## config.mk

```make
export PLATFORM = sky130hd
export DESIGN_NAME = sys_cmp_timer
export DESIGN_NICKNAME = d
export VERILOG_FILES = /design/src/rtl/stc_pkg.sv /design/src/rtl/stc_counter.sv /design/src/rtl/stc_channel.sv /design/src/rtl/stc_regbus.sv /design/src/rtl/sys_cmp_timer.sv
export SDC_FILE = /design/constraint.sdc
export NUM_CORES = 1
export LEC_CHECK = 0
export CAP_MARGIN = 20
export CORE_UTILIZATION = 35
export DETAILED_ROUTE_END_ITERATION = 8
export DONT_BUFFER_PORTS = 1
export SLEW_MARGIN = 20
export SYNTH_ARGS = -nofsm -noshare
export SYNTH_HDL_FRONTEND = slang
export SYNTH_SLANG_ARGS = --single-unit
```

## constraint.sdc

```tcl
create_clock -name clk -period 8.5 [get_ports clk]
set_input_delay 0.85 -clock clk [delete_from_list [all_inputs] [get_ports clk]]
set_output_delay 0.85 -clock clk [all_outputs]
set_load 0.005 [all_outputs]
```

## src/rtl/stc_pkg.sv

```systemverilog
`timescale 1ns/1ps
package stc_pkg;
  // Register index = byte address [ADDR_W-1:2]
  localparam int IDX_FLAGS    = 0;
  localparam int IDX_CNT_LO   = 1;
  localparam int IDX_CNT_HI   = 2;
  localparam int IDX_CMP_BASE = 3;

  // Number of mapped register slots for a given channel count
  function automatic int reg_slots(input int n_ch);
    return IDX_CMP_BASE + n_ch;
  endfunction
endpackage

```

## src/rtl/stc_counter.sv

```systemverilog
`timescale 1ns/1ps
module stc_counter #(
  parameter int                      DATA_W   = 32,
  parameter logic [2*DATA_W-1:0]     CNT_INIT = '0
) (
  input  logic                  clk,
  input  logic                  rst_n,
  input  logic                  tick_en,
  output logic [2*DATA_W-1:0]   cnt_q,
  output logic [DATA_W-1:0]     lo_next,
  output logic                  step
);
  localparam int CNT_W = 2 * DATA_W;

  logic [DATA_W-1:0] lo_q, hi_q, lo_d, hi_d, lo_inc, hi_inc;
  logic              lo_carry;

  // next-state: split increment, carry from the low half into the high half
  always_comb begin
    lo_inc   = lo_q + DATA_W'(1);
    lo_carry = &lo_q;
    hi_inc   = hi_q + DATA_W'(1);
    lo_d     = lo_q;
    hi_d     = hi_q;
    if (tick_en) begin
      lo_d = lo_inc;
      if (lo_carry) hi_d = hi_inc;
    end
  end

  always_ff @(posedge clk or negedge rst_n) begin
    if (!rst_n) begin
      lo_q <= CNT_INIT[DATA_W-1:0];
      hi_q <= CNT_INIT[CNT_W-1:DATA_W];
    end else if (tick_en) begin
      lo_q <= lo_d;
      hi_q <= hi_d;
    end
  end

  assign cnt_q   = {hi_q, lo_q};
  assign lo_next = lo_inc;
  assign step    = tick_en;

  // counter is frozen without a tick
  p_hold_r2: assert property (@(posedge clk) disable iff (!rst_n)
    !tick_en |=> $stable(cnt_q));
  // counter advances by exactly one per tick, modulo 2^CNT_W
  p_step_r2: assert property (@(posedge clk) disable iff (!rst_n)
    tick_en |=> (cnt_q == $past(cnt_q) + CNT_W'(1)));
endmodule

```

## src/rtl/stc_channel.sv

```systemverilog
`timescale 1ns/1ps
module stc_channel #(
  parameter int DATA_W = 32
) (
  input  logic              clk,
  input  logic              rst_n,
  input  logic              cmp_we,
  input  logic [DATA_W-1:0] cmp_wdata,
  input  logic              flag_clr,
  input  logic              step,
  input  logic [DATA_W-1:0] lo_next,
  output logic [DATA_W-1:0] cmp_q,
  output logic              flag_q
);
  logic [DATA_W-1:0] cmp_d;
  logic              flag_d;
  logic              arrive;

  // A match is an arrival: the counter steps onto the compare value.
  // The compare value in use is the registered one, so a write in the
  // same cycle only affects later arrivals.
  always_comb begin
    arrive = step && (lo_next == cmp_q);
    cmp_d  = cmp_we ? cmp_wdata : cmp_q;
    flag_d = arrive | (flag_q & ~flag_clr);   // set wins over clear
  end

  always_ff @(posedge clk or negedge rst_n) begin
    if (!rst_n) cmp_q <= '0;
    else if (cmp_we) cmp_q <= cmp_d;
  end

  always_ff @(posedge clk or negedge rst_n) begin
    if (!rst_n) flag_q <= 1'b0;
    else        flag_q <= flag_d;
  end

  // compare word only changes on a write
  p_cmp_hold_r3: assert property (@(posedge clk) disable iff (!rst_n)
    !cmp_we |=> $stable(cmp_q));
  // a set flag is kept until cleared
  p_flag_sticky_r5: assert property (@(posedge clk) disable iff (!rst_n)
    (flag_q && !flag_clr) |=> flag_q);
  // a clear without counter movement empties the flag
  p_clear_r6: assert property (@(posedge clk) disable iff (!rst_n)
    (flag_clr && !step) |=> !flag_q);
  // a stationary counter cannot change a flag
  p_quiet_r8: assert property (@(posedge clk) disable iff (!rst_n)
    (!step && !flag_clr) |=> $stable(flag_q));
endmodule

```

## src/rtl/stc_regbus.sv

```systemverilog
`timescale 1ns/1ps
module stc_regbus
  import stc_pkg::*;
#(
  parameter int DATA_W = 32,
  parameter int N_CH   = 4,
  parameter int ADDR_W = $clog2(reg_slots(N_CH)) + 2
) (
  input  logic                          clk,
  input  logic                          rst_n,
  input  logic                          bus_rd,
  input  logic                          bus_wr,
  input  logic [ADDR_W-1:0]             bus_addr,
  input  logic [DATA_W-1:0]             bus_wdata,
  input  logic [2*DATA_W-1:0]           cnt,
  input  logic [N_CH-1:0][DATA_W-1:0]   cmps,
  input  logic [N_CH-1:0]               flags,
  output logic [N_CH-1:0]               cmp_we,
  output logic [N_CH-1:0]               flag_clr,
  output logic [DATA_W-1:0]             bus_rdata
);
  localparam int IDX_W = ADDR_W - 2;

  logic [IDX_W-1:0]  idx;
  logic              aligned;
  logic [DATA_W-1:0] rd_mux, rdata_d, rdata_q;
  logic [N_CH-1:0]   cmp_hit;

  assign idx     = bus_addr[ADDR_W-1:2];
  assign aligned = (bus_addr[1:0] == 2'b00);

  for (genvar i = 0; i < N_CH; i++) begin : g_sel
    assign cmp_hit[i] = aligned && (idx == IDX_W'(IDX_CMP_BASE + i));
    assign cmp_we[i]  = bus_wr && cmp_hit[i];
  end

  always_comb begin
    flag_clr = '0;
    if (bus_wr && aligned && (idx == IDX_W'(IDX_FLAGS)))
      flag_clr = bus_wdata[N_CH-1:0];
  end

  always_comb begin
    rd_mux = '0;
    if (aligned) begin
      if (idx == IDX_W'(IDX_FLAGS))  rd_mux[N_CH-1:0] = flags;
      if (idx == IDX_W'(IDX_CNT_LO)) rd_mux = cnt[DATA_W-1:0];
      if (idx == IDX_W'(IDX_CNT_HI)) rd_mux = cnt[2*DATA_W-1:DATA_W];
    end
    for (int i = 0; i < N_CH; i++)
      if (cmp_hit[i]) rd_mux = cmps[i];
  end

  assign rdata_d = bus_rd ? rd_mux : rdata_q;

  always_ff @(posedge clk or negedge rst_n) begin
    if (!rst_n)      rdata_q <= '0;
    else if (bus_rd) rdata_q <= rdata_d;
  end

  assign bus_rdata = rdata_q;

  // read data only changes on a read strobe
  p_rdata_hold_r10: assert property (@(posedge clk) disable iff (!rst_n)
    !bus_rd |=> $stable(bus_rdata));
  // at most the status index produces clears
  p_clr_src_r6: assert property (@(posedge clk) disable iff (!rst_n)
    !bus_wr |-> (flag_clr == '0 && cmp_we == '0));
endmodule

```

## src/rtl/sys_cmp_timer.sv

```systemverilog
`timescale 1ns/1ps
module sys_cmp_timer
  import stc_pkg::*;
#(
  parameter int                  DATA_W   = 32,
  parameter int                  N_CH     = 4,
  parameter int                  ADDR_W   = $clog2(reg_slots(N_CH)) + 2,
  parameter logic [2*DATA_W-1:0] CNT_INIT = '0
) (
  input  logic              clk,
  input  logic              rst_n,
  input  logic              tick_en,
  input  logic              bus_rd,
  input  logic              bus_wr,
  input  logic [ADDR_W-1:0] bus_addr,
  input  logic [DATA_W-1:0] bus_wdata,
  output logic [DATA_W-1:0] bus_rdata,
  output logic [N_CH-1:0]   irq
);
  localparam int CNT_W = 2 * DATA_W;

  logic [1:0]                 rst_pipe;
  logic                       rst_n_s;
  logic [CNT_W-1:0]           cnt;
  logic [DATA_W-1:0]          lo_next;
  logic                       step;
  logic [N_CH-1:0][DATA_W-1:0] cmps;
  logic [N_CH-1:0]            flags, cmp_we, flag_clr;

  // asynchronous assert, synchronous release
  always_ff @(posedge clk or negedge rst_n) begin
    if (!rst_n) rst_pipe <= 2'b00;
    else        rst_pipe <= {rst_pipe[0], 1'b1};
  end
  assign rst_n_s = rst_pipe[1];

  stc_counter #(.DATA_W(DATA_W), .CNT_INIT(CNT_INIT)) u_cnt (
    .clk(clk), .rst_n(rst_n_s), .tick_en(tick_en),
    .cnt_q(cnt), .lo_next(lo_next), .step(step)
  );

  for (genvar i = 0; i < N_CH; i++) begin : g_ch
    stc_channel #(.DATA_W(DATA_W)) u_ch (
      .clk(clk), .rst_n(rst_n_s),
      .cmp_we(cmp_we[i]), .cmp_wdata(bus_wdata),
      .flag_clr(flag_clr[i]), .step(step), .lo_next(lo_next),
      .cmp_q(cmps[i]), .flag_q(flags[i])
    );
  end

  stc_regbus #(.DATA_W(DATA_W), .N_CH(N_CH), .ADDR_W(ADDR_W)) u_bus (
    .clk(clk), .rst_n(rst_n_s),
    .bus_rd(bus_rd), .bus_wr(bus_wr), .bus_addr(bus_addr),
    .bus_wdata(bus_wdata), .cnt(cnt), .cmps(cmps), .flags(flags),
    .cmp_we(cmp_we), .flag_clr(flag_clr), .bus_rdata(bus_rdata)
  );

  assign irq = flags;

  // nothing is pending while in reset
  p_reset_quiet_r1: assert property (@(posedge clk)
    !rst_n_s |=> (irq == '0 || !rst_n_s));
endmodule

```

==> results of run 1 <==
-- layout by cell type (no fill, tap or decap), types with 9 or more instances in the layout --
cell / netlist / routed
and3_1: 16 / 16
nand4_1: 30 / 30
a21oi_1: 92 / 92
xor2_1: 82 / 82
a222oi_1: 28 / 28
mux2_2: 130 / 130
xnor2_1: 120 / 120
buf_4: 9 / 17
nand3_1: 40 / 39
nor3_1: 21 / 20
inv_1: 11 / 11
clkbuf_16: 0 / 28
nor4_1: 9 / 9
a22o_1: 28 / 28
dfrtp_1: 230 / 229
o21ai_0: 24 / 24
nor2_1: 115 / 115
nand2_1: 78 / 78
-- flip-flops by register name, summed over array words and instances (netlist names) --
register	flops
rst_pipe	2
u_cnt.lo_q	32
u_cnt.hi_q	32
g_ch.u_ch.cmp_q	128
u_bus.bus_rdata	32
g_ch.u_ch.flag_q	4
-- Yosys cell counts, types with 4 or more instances --
cell type | number | area [um2]
a41oi_1 | 4 | 35.0
a21oi_1 | 92 | 460
nand2_1 | 78 | 293
and3_1 | 16 | 100
buf_4 | 9 | 67.6
buf_2 | 16 | 80.1
and2_1 | 5 | 31.3
a222oi_1 | 28 | 280
o2111ai_1 | 5 | 43.8
nor2b_1 | 5 | 31.3
nor4_1 | 9 | 56.3
o21ai_0 | 24 | 120
nand3b_1 | 6 | 45.0
mux2_2 | 130 | 1460
a31oi_1 | 7 | 43.8
a22o_1 | 28 | 245
or4_1 | 5 | 37.5
inv_1 | 11 | 41.3
dfrtp_1 | 230 | 5760
nand4_1 | 30 | 188
nor3_1 | 21 | 105
a211oi_1 | 4 | 30.0
nor3b_1 | 5 | 37.5
xnor2_1 | 120 | 1050
a22oi_1 | 8 | 60.1
nand3_1 | 40 | 200
nor2_1 | 115 | 432
a2111oi_0 | 5 | 43.8
xor2_1 | 82 | 718
o22ai_1 | 5 | 31.3
clkbuf_1 | 51 | 191
buf_1 | 19 | 71.3
-- through the flow --
step	total power [mW]	hold slack [ns]	util
final	3.37	0.351	0.390
after global routing	3.51	0.357	0.390
after CTS	3.38	0.356	0.390
after detailed placement	2.13	0.341	0.363
after global placement	2.12	0.337	0.363
after floorplan	1.91	0.331	-
-- final timing paths --
| path | slack (ns) | endpoint | startpoint |
|---|---|---|---|
| worst max-delay path | 4.29 | g_ch[0].u_ch.flag_q$_DFF_PN0_ | u_cnt.lo_q[6]$_DFFE_PN0P_ |
| worst min-delay path | 0.35 | u_bus.bus_rdata[13]$_DFFE_PN0P_ | rst_pipe[1]$_DFF_PN0_ |
| worst max register to register | 4.29 | g_ch[0].u_ch.flag_q$_DFF_PN0_ | u_cnt.lo_q[6]$_DFFE_PN0P_ |
| worst min register to register | 0.35 | u_bus.bus_rdata[13]$_DFFE_PN0P_ | rst_pipe[1]$_DFF_PN0_ |
| max in group asynchronous | 6.05 | g_ch[2].u_ch.cmp_q[27]$_DFFE_PN0P_ | rst_pipe[1]$_DFF_PN0_ |
| min in group clk | 0.35 | rst_pipe[1]$_DFF_PN0_ | rst_pipe[0]$_DFF_PN0_ |
-- cell families after synthesis --
group                    Yosys count  synth area share
buffers and inverters            108            0.0361
other                              1          0.000290
adder cells (fa/ha/maj)            2           0.00193
AND/OR/NAND/NOR                  355             0.137
XOR/XNOR                         204             0.140
flip-flops                       230             0.444
multiplexers                     131             0.114
AO/OA/AOI/OAI                    236             0.126
-- report_power, final --
group / switching [mW] / internal (mW) / leakage [nW]
clock network: 0.511 / 0.729 / 0.470
logic: 0.344 / 0.302 / 2.45
registers: 0.235 / 1.25 / 2.97
-- final cells by class --
cell class	count	area share
Clock inverter	16	0.0113
Clock buffer	36	0.0563
Sequential cell	230	0.405
Tap cell	468	0.0412
Timing Repair Buffer	18	0.00967
Inverter	11	0.00290
Multi-Input combinational cell	929	0.474
-- what timing repair did --
item,4_1_cts,5_1_grt
endpoints found under the hold margin,2,0
hold buffers,1,0
endpoints found under the setup margin,0,0
-- layer usage --
metal,vias to the layer above,wire (um),global-route usage
li1,4458,-,-
met4,0,833,0.0506
met3,54,2650,0.0333
met2,302,19100,0.352
met1,5044,19000,0.311
met5,-,0,0
==> impl_results.md, run 1 <==
- Outcome: finished, final reports clean
- Reg area: 5760 um2
- Clk root buf: clkbuf_16
- Distinct cells, synth: 69
- Synth Register Bits: 230
- Detailed-route DRC error count: 0
- DP Cell Count: 1655
- Synth Instances: 1267
- Most frequent CP cell: or4_1
- Initial Util: 0.355
- Worst Skew: 0.0178 ns
- Post_cts resized: 0
- GP Congestion: 0.992
- Post-route cell area: 14200 um2
- CTS max path bufs: 3
- Post-Layout Cell Count: 1708
- First-pass GRT wire length: 63700 um
- Post-synth EDFFs: 0
- Area occupied by multi-input gates: 6740 um2
- CTS tree: done
- Post-Place Worst Slack: 4.37 ns
- Crit Path Class: reg2reg
- Vias in the first global route: 9712
- Ys Warns: 0
- Max VDD drop: 0.132 mV
- Final Max Slew Viols: 0
- Leak pwr: 5.89 nW
- CTS Buf Count: 28
- PortBufs: 0
- Fmax: 237 MHz
- Syn-to-layout area delta: 9.87%
- DPL Wire Length: 29600 um
- Max FO, Critical Path: 12
- CP delay by family, top: simple AND/OR/NAND/NOR gates
- Register area share after synthesis: 0.444
- Cell depth of the worst flop-to-flop path: 8
- Core Region: 36500 um2
- 1st-pass router iterations: 7
- Critical path endpoint category: flip-flop
- RSZ-0062 raised after global routing: no
- Worst path depth: 8
- Chip Height: 194 um
- Layout cells sized above 1: 0.176
- Most used DFF post-synth: dfrtp_1
- Filler cells: 3555
- Iteration-0 DRC Markers: 904
- Fin nets: 1262
- Crit path max-delay cell type: nor4_4
- Setup TNS: 0 ns
- Placed instance area: 13300 um2
- DR WL/cell: 24.3 um
- Vias per inst: 5.77
- Post-CTS setup buffers: 0
- Crit path largest cell delay: 1.00 ns
- Hold WC Path Type: reg2async
- Gr usage total: 0.219
- Worst-skew pair later-pin latency: 0.57 ns
- Vias: 9858
- Final Hold Viols: 0
- Buffers & Inverters on Critical Path: 0
- Post-layout min period: 4.21 ns
- Worst Setup Slack, final: 4.29 ns
- Mapped Nets: 1311
- Critical path required time: 8.96 ns
- Die width: 194 um
- PwrDens: 237 nW/um2
- Antenna Cells: 0
- Row count: 70
- Largest net degree at the start of global routing: 70
- Final setup fails: 0
- Max Cap Viol: 0
- # H-tree levels: 1
- Mapped Area: 12900 um2
- Arr. time, crit path: 4.67 ns
- Async set-reset flop share out of synthesis: 1.00
- Critical path, cell by cell: nand4_2 > nor4_4 > nand4_1 > xor2_2 > xnor2_1 > or4_1 > or4_1 > o41ai_2
- Final ANT Viol Nets: 0
- Reg clk slew, reported paths: 0.06 ns
- Io pins: 78
- Slew margin rel.: 0.251
- Crit share post-route: 0.495
- Die area: 37800 um2
- Mean post-synth cell area: 10.2 um2
- CTS Sinks: 230
- Final wirelength: 41500 um
- CP startpoint kind: flip-flop
- Grt ovf: 0
- Antenna violations before repair: 0
- Worst-Margin Slew: 1.12 ns
Note: power is estimated with default switching activity, not from simulation.
==> inputs of run 2 (changes only) <==
==> constraint.sdc (replaced) <==
create_clock -name clk -period 4.05 [get_ports clk]
set_input_delay 0.405 -clock clk [delete_from_list [all_inputs] [get_ports clk]]
set_output_delay 0.405 -clock clk [all_outputs]
set_load 0.005 [all_outputs]
==> impl_results.md, run 2 (synthesis results as in run 1) <==
- Worst-skew pair later-pin latency: 0.55 ns (-0.02 ns)
- CTS Sinks: 230 (unchanged)
- Fin nets: 1317 (+4.4%)
- Metal2 WL: 19900 um (+4.4%)
- Critical path, cell by cell: ha_1 > nand3_1 > nor2_1 > o311ai_1 > o211a_1 > a2111oi_0 > nand4_1 > or4_1 > o41ai_2
- Crit path largest cell delay: 0.70 ns (-0.30 ns)
- Final Hold Viols: 0 (unchanged)
- Hold WC Path Type: in2reg
- Gr usage total: 0.230 (+0.0101)
- DPL Wire Length: 30900 um (+4.1%)
- Syn-to-layout area delta: 15.0%
- Fmax: 271 MHz (+14%)
- Io pins: 78 (unchanged)
- Crit Path Class: reg2reg
- Met1 wire length: 19700 um (+3.8%)
- Slew margin rel.: 0.331 (+0.0800)
- Max VDD drop: 0.238 mV (+80%)
- Most common cell after layout, fill and taps aside: dfrtp_1
- Leak pwr: 6.21 nW (+5.4%)
- CTS Buf Count: 28 (unchanged)
- Iteration-0 DRC Markers: 863 (-4.5%)
- # H-tree levels: 1 (unchanged)
- HP Start: bus_wdata[18]
- Fin util: 0.408 (+0.0181)
- Leading cell types in the layout, fill and taps excluded: dfrtp_1, mux2_2, xnor2_1, nor2_1, a21oi_1
- Layout cells sized above 1: 0.182 (+0.00657)
- R2R Path Start: u_cnt.lo_q[1]$_DFFE_PN0P_
- Max FO, Critical Path: 6 (-6)
- Antenna violations before repair: 2 (+2)
- Worst Skew: 0.0123 ns (-0.00548 ns)
- 1st-pass router iterations: 7 (unchanged)
- Crit share post-route: 0.912 (+0.416)
- Vias per inst: 5.68 (-1.5%)
- Final Max Slew Viols: 0 (unchanged)
- Top Metal Used: met4
- Critical path endpoint category: flip-flop
- Worst-Margin Slew: 0.999 ns (-0.118 ns)
- Vias: 10000 (+1.6%)
- Post_cts resized: 0 (unchanged)
- Max Cap Viol: 0 (unchanged)
- Arr. time, crit path: 4.14 ns (-0.53 ns)
- Largest register FFs: 128 (unchanged)
- Top reg by flops: g_ch.u_ch.cmp_q
- Filler cells: 3529 (-0.73%)
- Detailed-route DRC error count: 0 (unchanged)
- Die area: 37800 um2 (unchanged)
- Post-layout min period: 3.69 ns (-0.518 ns)
- Outcome: finished, final reports clean
- Gate power share: 0.202 (+0.010)
- GP Congestion: 0.976 (-1.6%)
- Switch share: 0.308 (-0.0153)
- CTS tree: done
- CP delay by family, top: simple AND/OR/NAND/NOR gates
- PwrDens: 507 nW/um2 (+110%)
- Setup TNS: 0 ns (unchanged)
- Final wirelength: 43200 um (+4.0%)
- Largest net degree at the start of global routing: 114 (+63%)
- PortBufs: 0 (unchanged)
- Area occupied by multi-input gates: 6740 um2 (about the same)
- Crit path max-delay cell type: a2111oi_0
- Sequential Power Share: 0.406 (-0.034)
- Die width: 194 um (unchanged)
- # hold bufs at CTS: 36 (+35)
- RSZ-0062 raised after global routing: no
- DR WL/cell: 24.5 um (+0.79%)
- CTS max path bufs: 3 (unchanged)
- Core Region: 36500 um2 (unchanged)
- Power after layout: 7.55 mW (+120%)
- Clock group share of total power: 0.392 (+0.024)
- First-pass GRT wire length: 66100 um (+3.7%)
- Buffers & Inverters on Critical Path: 0 (unchanged)
- Row count: 70 (unchanged)
- Chip Height: 194 um (unchanged)
- Vias in the first global route: 9926 (+2.2%)
- Post-CTS setup buffers: 0 (unchanged)
- Reg area: 5760 um2 (unchanged)
- Net Sw Power: 2.33 mW (+110%)
- Initial Util: 0.355 (unchanged)
- Clk root buf: clkbuf_16
- Final ANT Viol Nets: 0 (unchanged)
- Critical path required time: 4.49 ns (-4.47 ns)
- Routed wire length on met3: 2760 um (+4.1%)
- CP Launch Point: u_cnt.lo_q[1]$_DFFE_PN0P_
- Reg clk slew, reported paths: 0.06 ns (about the same)
- CP startpoint kind: flip-flop
- Cell-internal power: 5.22 mW (+130%)
- Grt ovf: 0 (unchanged)
- Final setup fails: 0 (unchanged)
## run 2: cell types whose count changed in the layout (fill, tap and decap cells not counted), moves of 3 or more
cell	before	now
dlygate4sd3_1	1	35
buf_4	17	35
bufinv_16	2	9
clkbuf_8	7	2
buf_12	0	3
clkinv_2	7	4
## run 2: cell type report
cell class | count | share of cell area
multi-input cells | 929 | 0.452
flip-flops and latches | 230 | 0.387
clock buffers | 33 | 0.0511
repair buffers | 73 | 0.0452
well taps | 468 | 0.0393
clock inverters | 18 | 0.0222
inverters | 11 | 0.00277
diodes | 1 | 0.000168
## run 2: final timing paths
| check | to | cells past startpoint | slack [ns] |
|---|---|---|---|
| worst max-delay path | g_ch[0].u_ch.flag_q$_DFF_PN0_ | 9 | 0.36 |
| worst min-delay path | g_ch[2].u_ch.cmp_q[18]$_DFFE_PN0P_ | 1 | 0.01 |
| worst max register to register | g_ch[0].u_ch.flag_q$_DFF_PN0_ | 9 | 0.36 |
| worst min register to register | u_bus.bus_rdata[12]$_DFFE_PN0P_ | 0 | 0.35 |
| max in group asynchronous | g_ch[0].u_ch.cmp_q[0]$_DFFE_PN0P_ | 1 | 2.58 |
| min in group asynchronous | rst_pipe[1]$_DFF_PN0_ | 1 | 0.08 |
## run 2: per-stage QoR
step / cells / setup slack (ns) / hold WS, ns / instance area (um2)
2_1_floorplan: 1267 / 0.270 / 0.109 / 13000
3_3_place_gp: 1675 / 0.526 / 0.109 / 13400
3_5_place_dp: 1675 / 0.358 / 0.109 / 13400
4_1_cts: 1762 / 0.344 / 0.000271 / 14900
5_1_grt: 1763 / 0.166 / 0.000355 / 14900
6_report: 1763 / 0.357 / 0.0127 / 14900
## run 2: worst reg2reg max path, stage by stage (launching register included)
cell and delay, ns:
dfrtp_1 0.44, ha_1 0.32, nand3_1 0.22, nor2_1 0.41, o311ai_1 0.17, o211a_1 0.15, a2111oi_0 0.70, nand4_1 0.22
or4_1 0.62, o41ai_2 0.33
## run 2: metal layers
layer,global-route usage,vias to the layer above
met5,0,-
met4,0.0529,0
met3,0.0380,57
met2,0.367,314
met1,0.325,5091
li1,-,4556
## run 2: power groups by stage
| stage | Sequential (mW) | Combinational, mW | Clock, mW |
|---|---|---|---|
| after floorplan | 2.92 | 1.10 | 0 |
| after global placement | 3.09 | 1.44 | 0 |
| after detailed placement | 3.10 | 1.45 | 0 |
| after CTS | 3.06 | 1.51 | 3.00 |
| after global routing | 3.11 | 1.64 | 3.10 |
| final | 3.07 | 1.52 | 2.96 |
